File: config.mk
export PLATFORM = sky130hd
export DESIGN_NAME = window_counter
export DESIGN_NICKNAME = d
export VERILOG_FILES = /design/src/rtl/window_counter_pkg.sv /design/src/rtl/wc_incrementer.sv /design/src/rtl/wc_window_cmp.sv /design/src/rtl/wc_action_sel.sv /design/src/rtl/window_counter.sv
export SDC_FILE = /design/constraint.sdc
export NUM_CORES = 1
export LEC_CHECK = 0
export ABC_CLOCK_PERIOD_IN_PS = 3100
export BUFFER_PORTS_ARGS = -buffer_cell sky130_fd_sc_hd__buf_2
export CORE_AREA = 3 3 40 42
export CTS_BUF_LIST = sky130_fd_sc_hd__clkbuf_8
export CTS_CLUSTER_DIAMETER = 60
export CTS_CLUSTER_SIZE = 25
export DETAILED_ROUTE_END_ITERATION = 16
export DIE_AREA = 0 0 43 45
export MAX_ROUTING_LAYER = met4
export PLACE_DENSITY = 0.6
export SKIP_LAST_GASP = 1
export SLEW_MARGIN = 10
export SYNTH_ARGS = -nofsm -noshare
export SYNTH_HDL_FRONTEND = slang
export SYNTH_SLANG_ARGS = --single-unit
File: constraint.sdc
create_clock -name clk -period 3.1 [get_ports clk]
set_input_delay 0.62 -clock clk [delete_from_list [all_inputs] [get_ports clk]]
set_output_delay 0.62 -clock clk [all_outputs]
set_load 0.01 [all_outputs]
File: src/rtl/window_counter_pkg.sv
// Shared types for the windowed counter.
// Assumes: nothing beyond IEEE 1800-2017.
package window_counter_pkg;

    // Next-state source chosen by the priority selector.
    typedef enum logic [2:0] {
        WC_ZERO   = 3'd0,
        WC_LOAD   = 3'd1,
        WC_RELOAD = 3'd2,
        WC_STEP   = 3'd3,
        WC_HOLD   = 3'd4
    } wc_action_e;

endpackage

File: src/rtl/wc_incrementer.sv
// Ripple incrementer built from a generated half-adder chain.
// The chain's final carry doubles as the all-ones flag.
// Assumes: WIDTH >= 1.
module wc_incrementer #(
    parameter int WIDTH = 4
) (
    input  logic [WIDTH-1:0] value_in,
    output logic [WIDTH-1:0] value_plus_one,
    output logic             all_ones
);
    logic [WIDTH:0] chain;

    // Carry into bit 0 is the constant one of the increment.
    assign chain[0] = 1'b1;

    for (genvar b = 0; b < WIDTH; b++) begin : g_half_add
        // One half adder per bit: sum and carry toward the next bit.
        assign value_plus_one[b] = value_in[b] ^ chain[b];
        assign chain[b+1]        = value_in[b] & chain[b];
    end

    // The carry leaves the top bit only when every bit was one.
    assign all_ones = chain[WIDTH];
endmodule

File: src/rtl/wc_window_cmp.sv
// Window comparator: decides whether an enabled edge must reload the
// first value, either because the last value is reached or because the
// window is inverted (last below first).
// Assumes: bounds are unsigned.
module wc_window_cmp #(
    parameter int WIDTH = 4
) (
    input  logic [WIDTH-1:0] cur,
    input  logic [WIDTH-1:0] first_val,
    input  logic [WIDTH-1:0] last_val,
    output logic             reload_req
);
    logic at_last;
    logic inverted;

    // Compare current count with the bounds.
    always_comb begin
        at_last    = (cur == last_val);
        inverted   = (last_val < first_val);
        reload_req = at_last | inverted;
    end
endmodule

File: src/rtl/wc_action_sel.sv
// Priority selector: clear, then load, then window reload, then step.
// Assumes: reset is handled by the state register, not here.
module wc_action_sel
    import window_counter_pkg::*;
(
    input  logic       clr,
    input  logic       ld,
    input  logic       en,
    input  logic       reload_req,
    output wc_action_e action
);
    // Fixed-priority choice of the next-state source.
    always_comb begin
        if (clr)             action = WC_ZERO;
        else if (ld)         action = WC_LOAD;
        else if (!en)        action = WC_HOLD;
        else if (reload_req) action = WC_RELOAD;
        else                 action = WC_STEP;
    end
endmodule

File: src/rtl/window_counter.sv
// Windowed up-counter top. It holds the count register and routes the
// chosen next value into it. The carry flag is raised on all ones so
// that stages can be cascaded.
// Assumes: single clock; rst_n is synchronous and active low.
module window_counter
    import window_counter_pkg::*;
#(
    parameter int WIDTH = 4
) (
    input  logic             clk,
    input  logic             rst_n,
    input  logic             clr,
    input  logic             ld,
    input  logic             en,
    input  logic [WIDTH-1:0] ld_data,
    input  logic [WIDTH-1:0] win_start,
    input  logic [WIDTH-1:0] win_stop,
    output logic [WIDTH-1:0] count,
    output logic             carry_out
);
    localparam logic [WIDTH-1:0] ZERO_VAL = '0;

    logic [WIDTH-1:0] cnt_q;
    logic [WIDTH-1:0] cnt_inc;
    logic [WIDTH-1:0] cnt_d;
    logic             reload_req;
    logic             full_flag;
    wc_action_e       action;

    wc_incrementer #(.WIDTH(WIDTH)) u_inc (
        .value_in       (cnt_q),
        .value_plus_one (cnt_inc),
        .all_ones       (full_flag)
    );

    wc_window_cmp #(.WIDTH(WIDTH)) u_cmp (
        .cur        (cnt_q),
        .first_val  (win_start),
        .last_val   (win_stop),
        .reload_req (reload_req)
    );

    wc_action_sel u_sel (
        .clr        (clr),
        .ld         (ld),
        .en         (en),
        .reload_req (reload_req),
        .action     (action)
    );

    // Map the chosen action onto a next-state value.
    always_comb begin
        unique case (action)
            WC_ZERO:   cnt_d = ZERO_VAL;
            WC_LOAD:   cnt_d = ld_data;
            WC_RELOAD: cnt_d = win_start;
            WC_STEP:   cnt_d = cnt_inc;
            default:   cnt_d = cnt_q;
        endcase
    end

    // Count register with synchronous active-low reset.
    always_ff @(posedge clk) begin
        if (!rst_n) cnt_q <= ZERO_VAL;
        else        cnt_q <= cnt_d;
    end

    assign count     = cnt_q;
    assign carry_out = full_flag;
endmodule

# Yosys cells after proc, flatten, opt, wreduce, memory -nomap -nowiden
# Index checks and enable logic that the tools add are counted.
# totals
register_bits,4
latch_bits,0
ram_bits,0
rom_bits,0
input_bits,17
out_inout_bits,5
wordCells,21
n_memories,0
# op_classes
add_sub_neg,0
mul,0
div_mod_pow,0
order_cmp,1
eq_ne,4
n_shift,0
n_mux,5
bitwise_logic,8
reduce_logical,2
# ops
operator,count
one-hot mux 4 bit (4 select lines),1
two-way mux 3 bit,3
"== test 3 x 2 -> 1 bit, second input constant",2
== test 4 bit,1
< comparator 4 bit,1
nonzero test 4 bit,1
bitwise AND 1 bit,3
"== test 3 x 1 -> 1 bit, second input constant",1
zero test 3 bit,1
XOR 1 bit,3
two-way mux 1 bit,1
NOT 1 bit,1
bitwise OR 1 bit,1

# Longest topological paths before layout
# Gate-level depths: netlist (run 1).
# logic_depth
depth_word,8
mapped_depth,6
mapped_depth_nobuf,6

# By module
# A second synthesis (run 1) with hierarchy kept.
# hier_totals
hier_cells,54
hier_area_um2,462.9
# modules_own_cells
module,instances,cells_each,area_each_um2,seq_area_each_um2
window_counter,1,28,266.5,80.1
wc_window_cmp,1,17,123.9,0.0
wc_incrementer,1,4,41.3,0.0
wc_action_sel,1,5,31.3,0.0

# Least setup slack after synthesis (run 1)
# OpenSTA, ideal clock, no wires.
# synth_timing
path_kind,input to register
startpoint,input port win_start[3]
endpoint,register cnt_q[0] (netlist: count[0])
setup_ns,0.122
t_arrival_ns,1.782
t_required_ns,2.978
path_slack_ns,1.196
cell_stages,6
cell_sequence,inv_1 -> ha_1 -> o21a_1 -> nor2_1 -> or3_4 -> a311o_1
# synth_between
elab_chain_len,8
word_cells_on_any_way,12
cone_classes,order compare: 1; eq/ne: 3; mux: 5; bitwise: 1; reduce/logical: 2
# synth_rtl
item,line,source
start: declaration,window_counter.sv:16,"input logic [WIDTH-1:0] win_start,"
< comparator 4 bit *,wc_window_cmp.sv:19,inverted = (last_val < first_val);
bitwise OR 1 bit *,wc_window_cmp.sv:20,reload_req = at_last | inverted;
two-way mux 1 bit *,wc_action_sel.sv:17,else if (reload_req) action = WC_RELOAD;
two-way mux 3 bit *,wc_action_sel.sv:16,else if (!en) action = WC_HOLD;
two-way mux 3 bit *,wc_action_sel.sv:15,else if (ld) action = WC_LOAD;
two-way mux 3 bit *,wc_action_sel.sv:14,if (clr) action = WC_ZERO;
"== test 3 x 2 -> 1 bit, or another cell as far along",window_counter.sv:53,unique case (action)
one-hot mux 4 bit (4 select lines) / nonzero test 4 bit (equally long branches),n/a,
end signal: assignment,window_counter.sv:65,else cnt_q <= cnt_d;
end: declaration,window_counter.sv:23,logic [WIDTH-1:0] cnt_q;
# Mark *: on every way between the ends. The rest lies on a longest branch, timed or not.
# A chain may end at the register's enable or synchronous reset.

# Final worst setup path (run 1)
# layout_timing
startpoint,register cnt_q[0] (netlist: count[0])
endpoint,output port carry_out
# layout_between
elab_chain_len,3
# layout_rtl
item,line,source
bitwise AND 1 bit (3 in series),wc_incrementer.sv:19,assign chain[b+1] = value_in[b] & chain[b];
end: declaration,window_counter.sv:19,output logic carry_out
# Every way passes these cells.

==> flow_summary.yaml, run 1 <==
worst_setup_path:
  rr_worst_depth: 4
  rrSetupSlack_ps: 1520
  r2r-end: "count[3]$_SDFFE_PN0P_"
  cpPeakStageDelay_ps: 340
  cp.buffers_inverters: 1
  cp_common_cell: "ha_1"
  endpoint_kind: "output port"
  cp_top_family: "adder cells"
  crit_slowest_cell: "dfxtp_1"
  path_cells: "ha_1 -> ha_1 -> ha_1 -> buf_2"
  worstPathArrival_ps: 1240
  setup.worst_path.start_class: "register"
  cp_max_fo: 5
  r2r_start: "count[3]$_SDFFE_PN0P_"
  crit_type: "reg -> out"
  crit_required_ps: 2480
sta:
  period_share_pct: 59.9
  finalSetupViolCount: 0
  slew_viol_final: 0
  finalHoldViolCount: 0
  relSlewSlack_pct: 67.1
  tightest_slew_ps: 489
  rsz0062_at_grt: "no"
  tns_ps: 0
  max_freq_mhz: 538
  finalWorstSetupSlack_ps: 1240
  fin_crit_ps: 1860
  clock_skew_ps: 0.157
drt:
  first_pass_iters: 4
  routed_wl_um: 1120
  num_vias: 474
  drtIter0Drc: 5
  wl_per_cell_um: 12.6
  vias_per_cell: 5.33
  ant_nets: 0
  drc: 0
placed_design:
  io_buffers: 21
  place_area_um2: 566
  routabilityCongestion: 0.795
  pre_cts_ws_ps: 1030
  placed_cells: 86
  dp.final_hpwl_um: 965
min_path:
  min_from: "win_start[3]"
  hold_path.class: "in -> reg"
  hold_end: "count[3]$_SDFFE_PN0P_"
  holdPathStages: 2
logic_synthesis:
  ys_ff_latch: 4
  syn-mean-instance-area_um2: 8.71
  synth_top_area_share_pct: 18.0
  netlist_area_um2: 444
  ys.flop_type: "dfxtp_1"
  synthArstFlopShare_pct: 0
  yosysUniqueCellTypes: 18
  synth-seq-area-share_pct: 18.0
  yosysMostFrequentCell: "ha_1"
  yosys-top-cells-count: "ha_1 (6), nor2_1 (5)"
  synth_edf_count: 0
  syn_inst: 51
  ys_warn_count: 0
  synth_fp_nets: 74
  synth_area_leaders: "dfxtp_1 (18%), ha_1 (17%), a311o_1 (9.0%)"
  yosysTopAreaCell: "dfxtp_1"
cts:
  clk_pin_slew_ps: 30
  cts_tree: "built"
  clock_sinks: 4
  h-tree-depth: 1
  clockBufferDepth: 2
  cts_buffers: 3
  ctsHoldBuffers: 0
  clock_latency_ps: 210
  cts-root-buf: "clkbuf_8"
  post_cts_resized: 0
  post-cts-setup-buffers: 0
power:
  power_density_mw_per_mm2: 358
  power.leakage_nw: 0.296
  irDropWorstVdd_mv: 0.231
  p_total_mw: 0.217
floorplanning:
  die_h_um: 45
  die-area_mm2: 0.00194
  io_pins: 22
  core_area_mm2: 0.00128
  die_w_um: 43
  start_util_pct: 34.6
  row_count: 13
cells_and_area:
  area_delta_synth_final_pct: 36.6
  final_nets: 99
  drive_gt1_share_pct: 37.8
  design_area_um2: 607
  final_cells: 89
  largest_register_ffs: 4
  diodes: 0
flow_run:
  maxCapViolations: 0
global_routing:
  grt_max_degree: 10
  track_usage_pct: 13.1
  overflow: 0
  grt_pass1_wl_um: 1830
  antenna_found_initial: 0
  grt_pass1_vias: 437
status:
  outcome: "finished, final reports clean"
## kinds of logic after synthesis
group,Yosys count,share of synthesized area (%)
xor+xnor,4,7.89
compound gates,10,21.4
simple gates,22,31.0
buf+inv,5,4.79
fa+ha+maj,6,16.9
flops,4,18.0
## worst register-to-register path, cell delays in order, from the launching register on
cell	delay, ps
dfxtp_1	340
xor2_1	180
nor4_2	500
nor4_1	110
a311o_1	330
## layer usage
layer	GRT usage [%]	share of wire (%)
met1	16.6	42
met2	21.3	51
met3	1.59	5.4
met4	5.42	1.9
met5	-	0
## per-stage QoR
step	hold slack (ps)	util (%)
finish	669	47.2
global placement	851	44.0
detailed placement	831	44.0
CTS	672	47.2
floorplan	773	-
global route	686	47.2
## power breakdown
part           internal, mW  total (mW)  switching [mW]
clock network        0.0822       0.103          0.0211
registers            0.0546      0.0584         0.00379
logic                0.0278      0.0556          0.0278
## layout by cell type (no fill, tap or decap)
cell type / count
a2111oi_4: 1
a21oi_1: 4
a311o_1: 4
buf_2: 21
buf_4: 1
clkbuf_8: 3
dfxtp_1: 4
ha_1: 6
inv_1: 3
nand2_1: 3
nand2b_1: 3
nor2_1: 5
nor3b_1: 4
nor4_1: 4
nor4_2: 1
nor4bb_1: 1
o21a_1: 1
or3_4: 1
xor2_1: 4
## worst max path at each step
stage / endpoint / slack (ps) / cells after the start / startpoint
after floorplan: count[0]$_SDFFE_PN0P_ / 1200 / 6 / win_start[3]
after global placement: count[2]$_SDFFE_PN0P_ / 1020 / 7 / win_start[3]
after detailed placement: count[2]$_SDFFE_PN0P_ / 1030 / 7 / win_start[3]
after CTS: carry_out / 1240 / 4 / count[0]$_SDFFE_PN0P_
after global routing: count[3]$_SDFFE_PN0P_ / 1180 / 6 / win_start[1]
final: carry_out / 1240 / 4 / count[0]$_SDFFE_PN0P_
## area by class of cell
| cell class | instances | area (um2) |
|---|---|---|
| fill | 140 | 678 |
| multi-input combinational | 42 | 343 |
| timing repair buffer | 22 | 113 |
| sequential | 4 | 80.1 |
| clock buffer | 3 | 41.3 |
| tap | 15 | 18.8 |
| inverter | 3 | 11.3 |
Power figures use the tool's default switching activity.
==> inputs of run 2 (changes only) <==
--- a/config.mk
+++ b/config.mk
@@ -5,7 +5,7 @@
 export SDC_FILE = /design/constraint.sdc
 export NUM_CORES = 1
 export LEC_CHECK = 0
-export ABC_CLOCK_PERIOD_IN_PS = 3100
+export ABC_CLOCK_PERIOD_IN_PS = 1700
 export BUFFER_PORTS_ARGS = -buffer_cell sky130_fd_sc_hd__buf_2
 export CORE_AREA = 3 3 40 42
 export CTS_BUF_LIST = sky130_fd_sc_hd__clkbuf_8
@@ -14,7 +14,7 @@
 export DETAILED_ROUTE_END_ITERATION = 16
 export DIE_AREA = 0 0 43 45
 export MAX_ROUTING_LAYER = met4
-export PLACE_DENSITY = 0.6
+export PLACE_DENSITY = 0.63
 export SKIP_LAST_GASP = 1
 export SLEW_MARGIN = 10
 export SYNTH_ARGS = -nofsm -noshare
==> constraint.sdc (replaced) <==
create_clock -name clk -period 1.7 [get_ports clk]
set_input_delay 0.34 -clock clk [delete_from_list [all_inputs] [get_ports clk]]
set_output_delay 0.34 -clock clk [all_outputs]
set_load 0.01 [all_outputs]
==> flow_summary.yaml, run 2 (synthesized netlist as in run 1, its figures left out) <==
cells_and_area:
  final_nets: 104
  largest_register_ffs: 4
  drive_gt1_share_pct: 41.8
  seq_area_um2: 80.1
  diodes: 0
  final_cell_mix: "buf_2 (21), ha_1 (6), buf_4 (6), nor2_1 (5)"
  area_delta_synth_final_pct: 45.1
  multi_input_area_um2: 343
  layout_commonest_cell: "buf_2"
  final_util_pct: 50.1
  design_area_um2: 644
  num-fill-cells: 135
floorplanning:
  die_h_um: 45
  start_util_pct: 34.6
  core_area_mm2: 0.00128
  row_count: 13
  die-area_mm2: 0.00194
  io_pins: 22
  die_w_um: 43
drt:
  vias_per_cell: 4.85
  routed_wl_um: 1180
  num_vias: 456
  first_pass_iters: 2
  ant_nets: 0
  wl_per_cell_um: 12.5
  drtIter0Drc: 3
  drc: 0
sta:
  tightest_slew_ps: 488
  slew_viol_final: 0
  holdWs_ps: 402
  fin_crit_ps: 1610
  period_share_pct: 94.9
  max_freq_mhz: 620
  relSlewSlack_pct: 67.2
  clock_skew_ps: 0.0602
  finalHoldViolCount: 0
  finalSetupViolCount: 0
  rsz0062_at_grt: "no"
cts:
  cts_buffers: 3
  ctsHoldBuffers: 0
  clk_pin_slew_ps: 30
  post_cts_resized: 0
  clockBufferDepth: 2
  cts-root-buf: "clkbuf_8"
  clock_latency_ps: 210
  clock_sinks: 4
  h-tree-depth: 1
  post-cts-setup-buffers: 0
  cts_tree: "built"
power:
  power.leakage_nw: 0.320
  p_total_mw: 0.413
  irDropWorstVdd_mv: 0.559
  power_density_mw_per_mm2: 641
worst_setup_path:
  rrSetupSlack_ps: 120
  setup.worst_path.start_class: "register"
  worstPathArrival_ps: 1270
  rr_worst_depth: 4
  cp_max_fo: 5
  crit_type: "reg -> out"
  crit_required_ps: 1360
  endpoint_kind: "output port"
  r2r-end: "count[1]$_SDFFE_PN0P_"
  r2r_start: "count[0]$_SDFFE_PN0P_"
global_routing:
  grt_max_degree: 10
  track_usage_pct: 13.9
  grt_pass1_vias: 470
  antenna_found_initial: 0
  overflow: 0
  grt_pass1_wl_um: 1920
flow_run:
  maxCapViolations: 0
min_path:
  min_from: "win_start[0]"
  holdPathStages: 2
  hold_path.class: "in -> reg"
  hold_end: "count[0]$_SDFFE_PN0P_"
placed_design:
  place_area_um2: 603
  dp.final_hpwl_um: 988
  routabilityCongestion: 0.760
  io_buffers: 21
status:
  outcome: "finished, final reports clean"
[run 2: how the worst max path moves through the flow]
| stage | startpoint | endpoint | slack [ps] | depth (start not counted) |
|---|---|---|---|---|
| final | count[0]$_SDFFE_PN0P_ | carry_out | 90 | 4 |
| after global routing | count[0]$_SDFFE_PN0P_ | count[0]$_SDFFE_PN0P_ | 30 | 4 |
| after global placement | win_start[2] | count[0]$_SDFFE_PN0P_ | -70 | 7 |
| after floorplan | win_start[3] | count[0]$_SDFFE_PN0P_ | 80 | 6 |
| after detailed placement | win_start[2] | count[1]$_SDFFE_PN0P_ | -80 | 7 |
| after CTS | count[0]$_SDFFE_PN0P_ | carry_out | 70 | 4 |
[run 2: layout make-up]
cell class                      instances  area share [%]
Multi-Input combinational cell         42            53.2
Timing Repair Buffer                   27            23.3
Sequential cell                         4            12.4
Clock buffer                            3            6.41
Tap cell                               15            2.91
Inverter                                3            1.75
[run 2: metrics by stage]
step                cells  worst slack (ps)  TNS, ps
floorplan              51              75.7        0
global placement       91             -67.9     -234
detailed placement     91             -82.3     -302
CTS                    94              74.4        0
global route           94              32.7        0
finish                 94              86.2        0
[run 2: layer usage]
metal | track usage (%) | vias to the layer above | routed length (um) | part of all wire, %
met5 | - | - | 0 | 0
met4 | 3.61 | 0 | 0 | 0
met3 | 3.59 | 0 | 45 | 3.8
met2 | 24.9 | 11 | 612 | 52
met1 | 15.5 | 196 | 521 | 44
li1 | - | 249 | - | -
[run 2: report_power, final]
group / internal (mW) / total (mW) / switching, mW
Combinational: 0.0597 / 0.113 / 0.0534
Clock: 0.150 / 0.194 / 0.0432
Sequential: 0.0995 / 0.106 / 0.00691
[run 2: worst max-delay path, cell delays in order (launching register included)]
cell and delay, ps:
dfxtp_1 340, ha_1 220, ha_1 190, ha_1 180
buf_2 130
==> inputs of run 3 (changes only) <==
--- a/config.mk
+++ b/config.mk
@@ -5,6 +5,7 @@
 export SDC_FILE = /design/constraint.sdc
 export NUM_CORES = 1
 export LEC_CHECK = 0
+export ABC_AREA = 1
 export ABC_CLOCK_PERIOD_IN_PS = 1700
 export BUFFER_PORTS_ARGS = -buffer_cell sky130_fd_sc_hd__buf_2
 export CORE_AREA = 3 3 40 42
@@ -14,7 +15,7 @@
 export DETAILED_ROUTE_END_ITERATION = 16
 export DIE_AREA = 0 0 43 45
 export MAX_ROUTING_LAYER = met4
-export PLACE_DENSITY = 0.63
+export PLACE_DENSITY = 0.65
 export SKIP_LAST_GASP = 1
 export SLEW_MARGIN = 10
 export SYNTH_ARGS = -nofsm -noshare
==> flow_summary.yaml, run 3 <==
floorplanning:
  row_count: 13
  die_h_um: 45
  die_w_um: 43
  start_util_pct: 36.6
  core_area_mm2: 0.00128
  die-area_mm2: 0.00194
  io_pins: 22
logic_synthesis:
  synth-seq-area-share_pct: 17.0
  ys_ff_latch: 4
  yosysTopAreaCell: "nand2_1"
  syn_inst: 83
  netlist_area_um2: 470
  synth_fp_nets: 106
  synth_area_leaders: "nand2_1 (18%), dfxtp_1 (17%), ha_1 (16%)"
  synth_edf_count: 0
  ys_warn_count: 0
  yosys-top-cells-count: "nand2_1 (22), inv_1 (17), nor2_1 (13), nand3_1 (10), ha_1 (6)"
  syn-mean-instance-area_um2: 5.67
  ys.flop_type: "dfxtp_1"
  synthArstFlopShare_pct: 0
  synth_top_area_share_pct: 17.6
  yosysMostFrequentCell: "nand2_1"
  yosysUniqueCellTypes: 12
cts:
  clock_sinks: 4
  cts-root-buf: "clkbuf_8"
  clockBufferDepth: 2
  post-cts-setup-buffers: 0
  cts_buffers: 3
  ctsHoldBuffers: 0
  clk_pin_slew_ps: 30
  cts_tree: "built"
  post_cts_resized: 0
  clock_latency_ps: 210
  h-tree-depth: 1
drt:
  drtIter0Drc: 6
  first_pass_iters: 4
  drc: 0
  wl_per_cell_um: 8.78
  routed_wl_um: 1070
  ant_nets: 0
  num_vias: 540
  vias_per_cell: 4.43
sta:
  rsz0062_at_grt: "no"
  max_freq_mhz: 637
  period_share_pct: 92.3
  holdWs_ps: 397
  fin_crit_ps: 1570
  finalSetupViolCount: 0
  finalHoldViolCount: 0
  tns_ps: 0
  clock_skew_ps: 1.59
  tightest_slew_ps: 206
  slew_viol_final: 0
  relSlewSlack_pct: 86.3
worst_setup_path:
  endpoint_kind: "output port"
  cp_max_fo: 4
  setup.worst_path.start_class: "register"
  critPathLaunch: "count[0]$_SDFFE_PN0P_"
  rr_worst_depth: 7
  r2r-end: "count[3]$_SDFFE_PN0P_"
  r2r_start: "count[0]$_SDFFE_PN0P_"
  crit_type: "reg -> out"
  crit_required_ps: 1360
  rrSetupSlack_ps: 290
  worstPathArrival_ps: 1230
global_routing:
  grt_max_degree: 9
  track_usage_pct: 14.4
  grt_pass1_wl_um: 1920
  antenna_found_initial: 0
  grt_pass1_vias: 478
  overflow: 0
min_path:
  hold_path.class: "in -> reg"
  holdPathStages: 3
  hold_end: "count[2]$_SDFFE_PN0P_"
  min_from: "rst_n"
cells_and_area:
  final_cell_mix: "nand2_1 (22), buf_2 (21), inv_1 (17), nor2_1 (13), nand3_1 (10)"
  seq_area_um2: 80.1
  layout_commonest_cell: "nand2_1"
  final_nets: 132
  largest_register_ffs: 4
  area_delta_synth_final_pct: 35.1
  num-fill-cells: 144
  drive_gt1_share_pct: 28.0
  diodes: 0
  multi_input_area_um2: 323
status:
  outcome: "finished, final reports clean"
power:
  irDropWorstVdd_mv: 0.441
  power_density_mw_per_mm2: 651
  power.leakage_nw: 0.404
placed_design:
  io_buffers: 21
  routabilityCongestion: 0.746
  dp.final_hpwl_um: 951
flow_run:
  maxCapViolations: 0
run 3: cell count changes in the layout (fill, tap and decap cells not counted), moves of 3 or more:
cell,delta
nand2_1,+19
inv_1,+14
nand3_1,+10
nor2_1,+8
buf_4,-6
a311o_1,-4
nand4_1,+4
nor3b_1,-4
nor4_1,-4
xor2_1,-4
a21oi_1,-3
nand2b_1,-3
run 3: worst max path at each step:
stage                             to  slack [ps]  cells after the start
2_1_floorplan  count[3]$_SDFFE_PN0P_         340                      7
3_3_place_gp   count[1]$_SDFFE_PN0P_         220                      9
3_5_place_dp   count[2]$_SDFFE_PN0P_         220                      9
4_1_cts                    carry_out         110                      4
5_1_grt                    carry_out          70                      4
6_report                   carry_out         130                      4
run 3: kinds of logic (layout without fill, tap and decap cells):
kind of cell               after synthesis  in the layout  synth area share, %
AOI/OAI and AO/OA                        1              1                 1.06
and+or+nand+nor                         54             54                 51.6
adders and majority gates                6              6                 16.0
buffers and inverters                   18             42                 14.4
DFF                                      4              4                 17.0
run 3: layout make-up:
| class | count | area share (%) |
|---|---|---|
| clock buffer | 3 | 6.50 |
| multi-input combinational | 61 | 50.8 |
| sequential | 4 | 12.6 |
| tap | 15 | 2.95 |
| inverter | 18 | 10.6 |
| timing repair buffer | 21 | 16.5 |
run 3: metrics by stage:
step / util, % / worst slack, ps / cells / total power [mW] / cell area [um2]
after floorplan: - / 337 / 83 / 0.179 / 470
after global placement: 46.3 / 224 / 119 / 0.217 / 594
after detailed placement: 46.3 / 225 / 119 / 0.219 / 594
after CTS: 49.5 / 115 / 122 / 0.421 / 636
after global routing: 49.5 / 71.1 / 122 / 0.452 / 636
final: 49.5 / 131 / 122 / 0.413 / 636
run 3: critical path, stage by stage (launching register included):
cell     delay [ps]
dfxtp_1         330
ha_1            210
ha_1            180
ha_1            170
buf_2           130
run 3: report_power, final:
part	switching (mW)	internal, mW
clock	0.0467	0.151
sequential	0.00567	0.101
combinational	0.0635	0.0464
run 3: metal layers:
metal,share of wire [%],wire length (um),vias up,global-route usage (%)
li1,-,-,305,-
met1,47,504,210,17.5
met2,42,451,21,19.5
met3,7.7,82,4,2.39
met4,3.0,32,0,14.5
met5,0,0,-,-
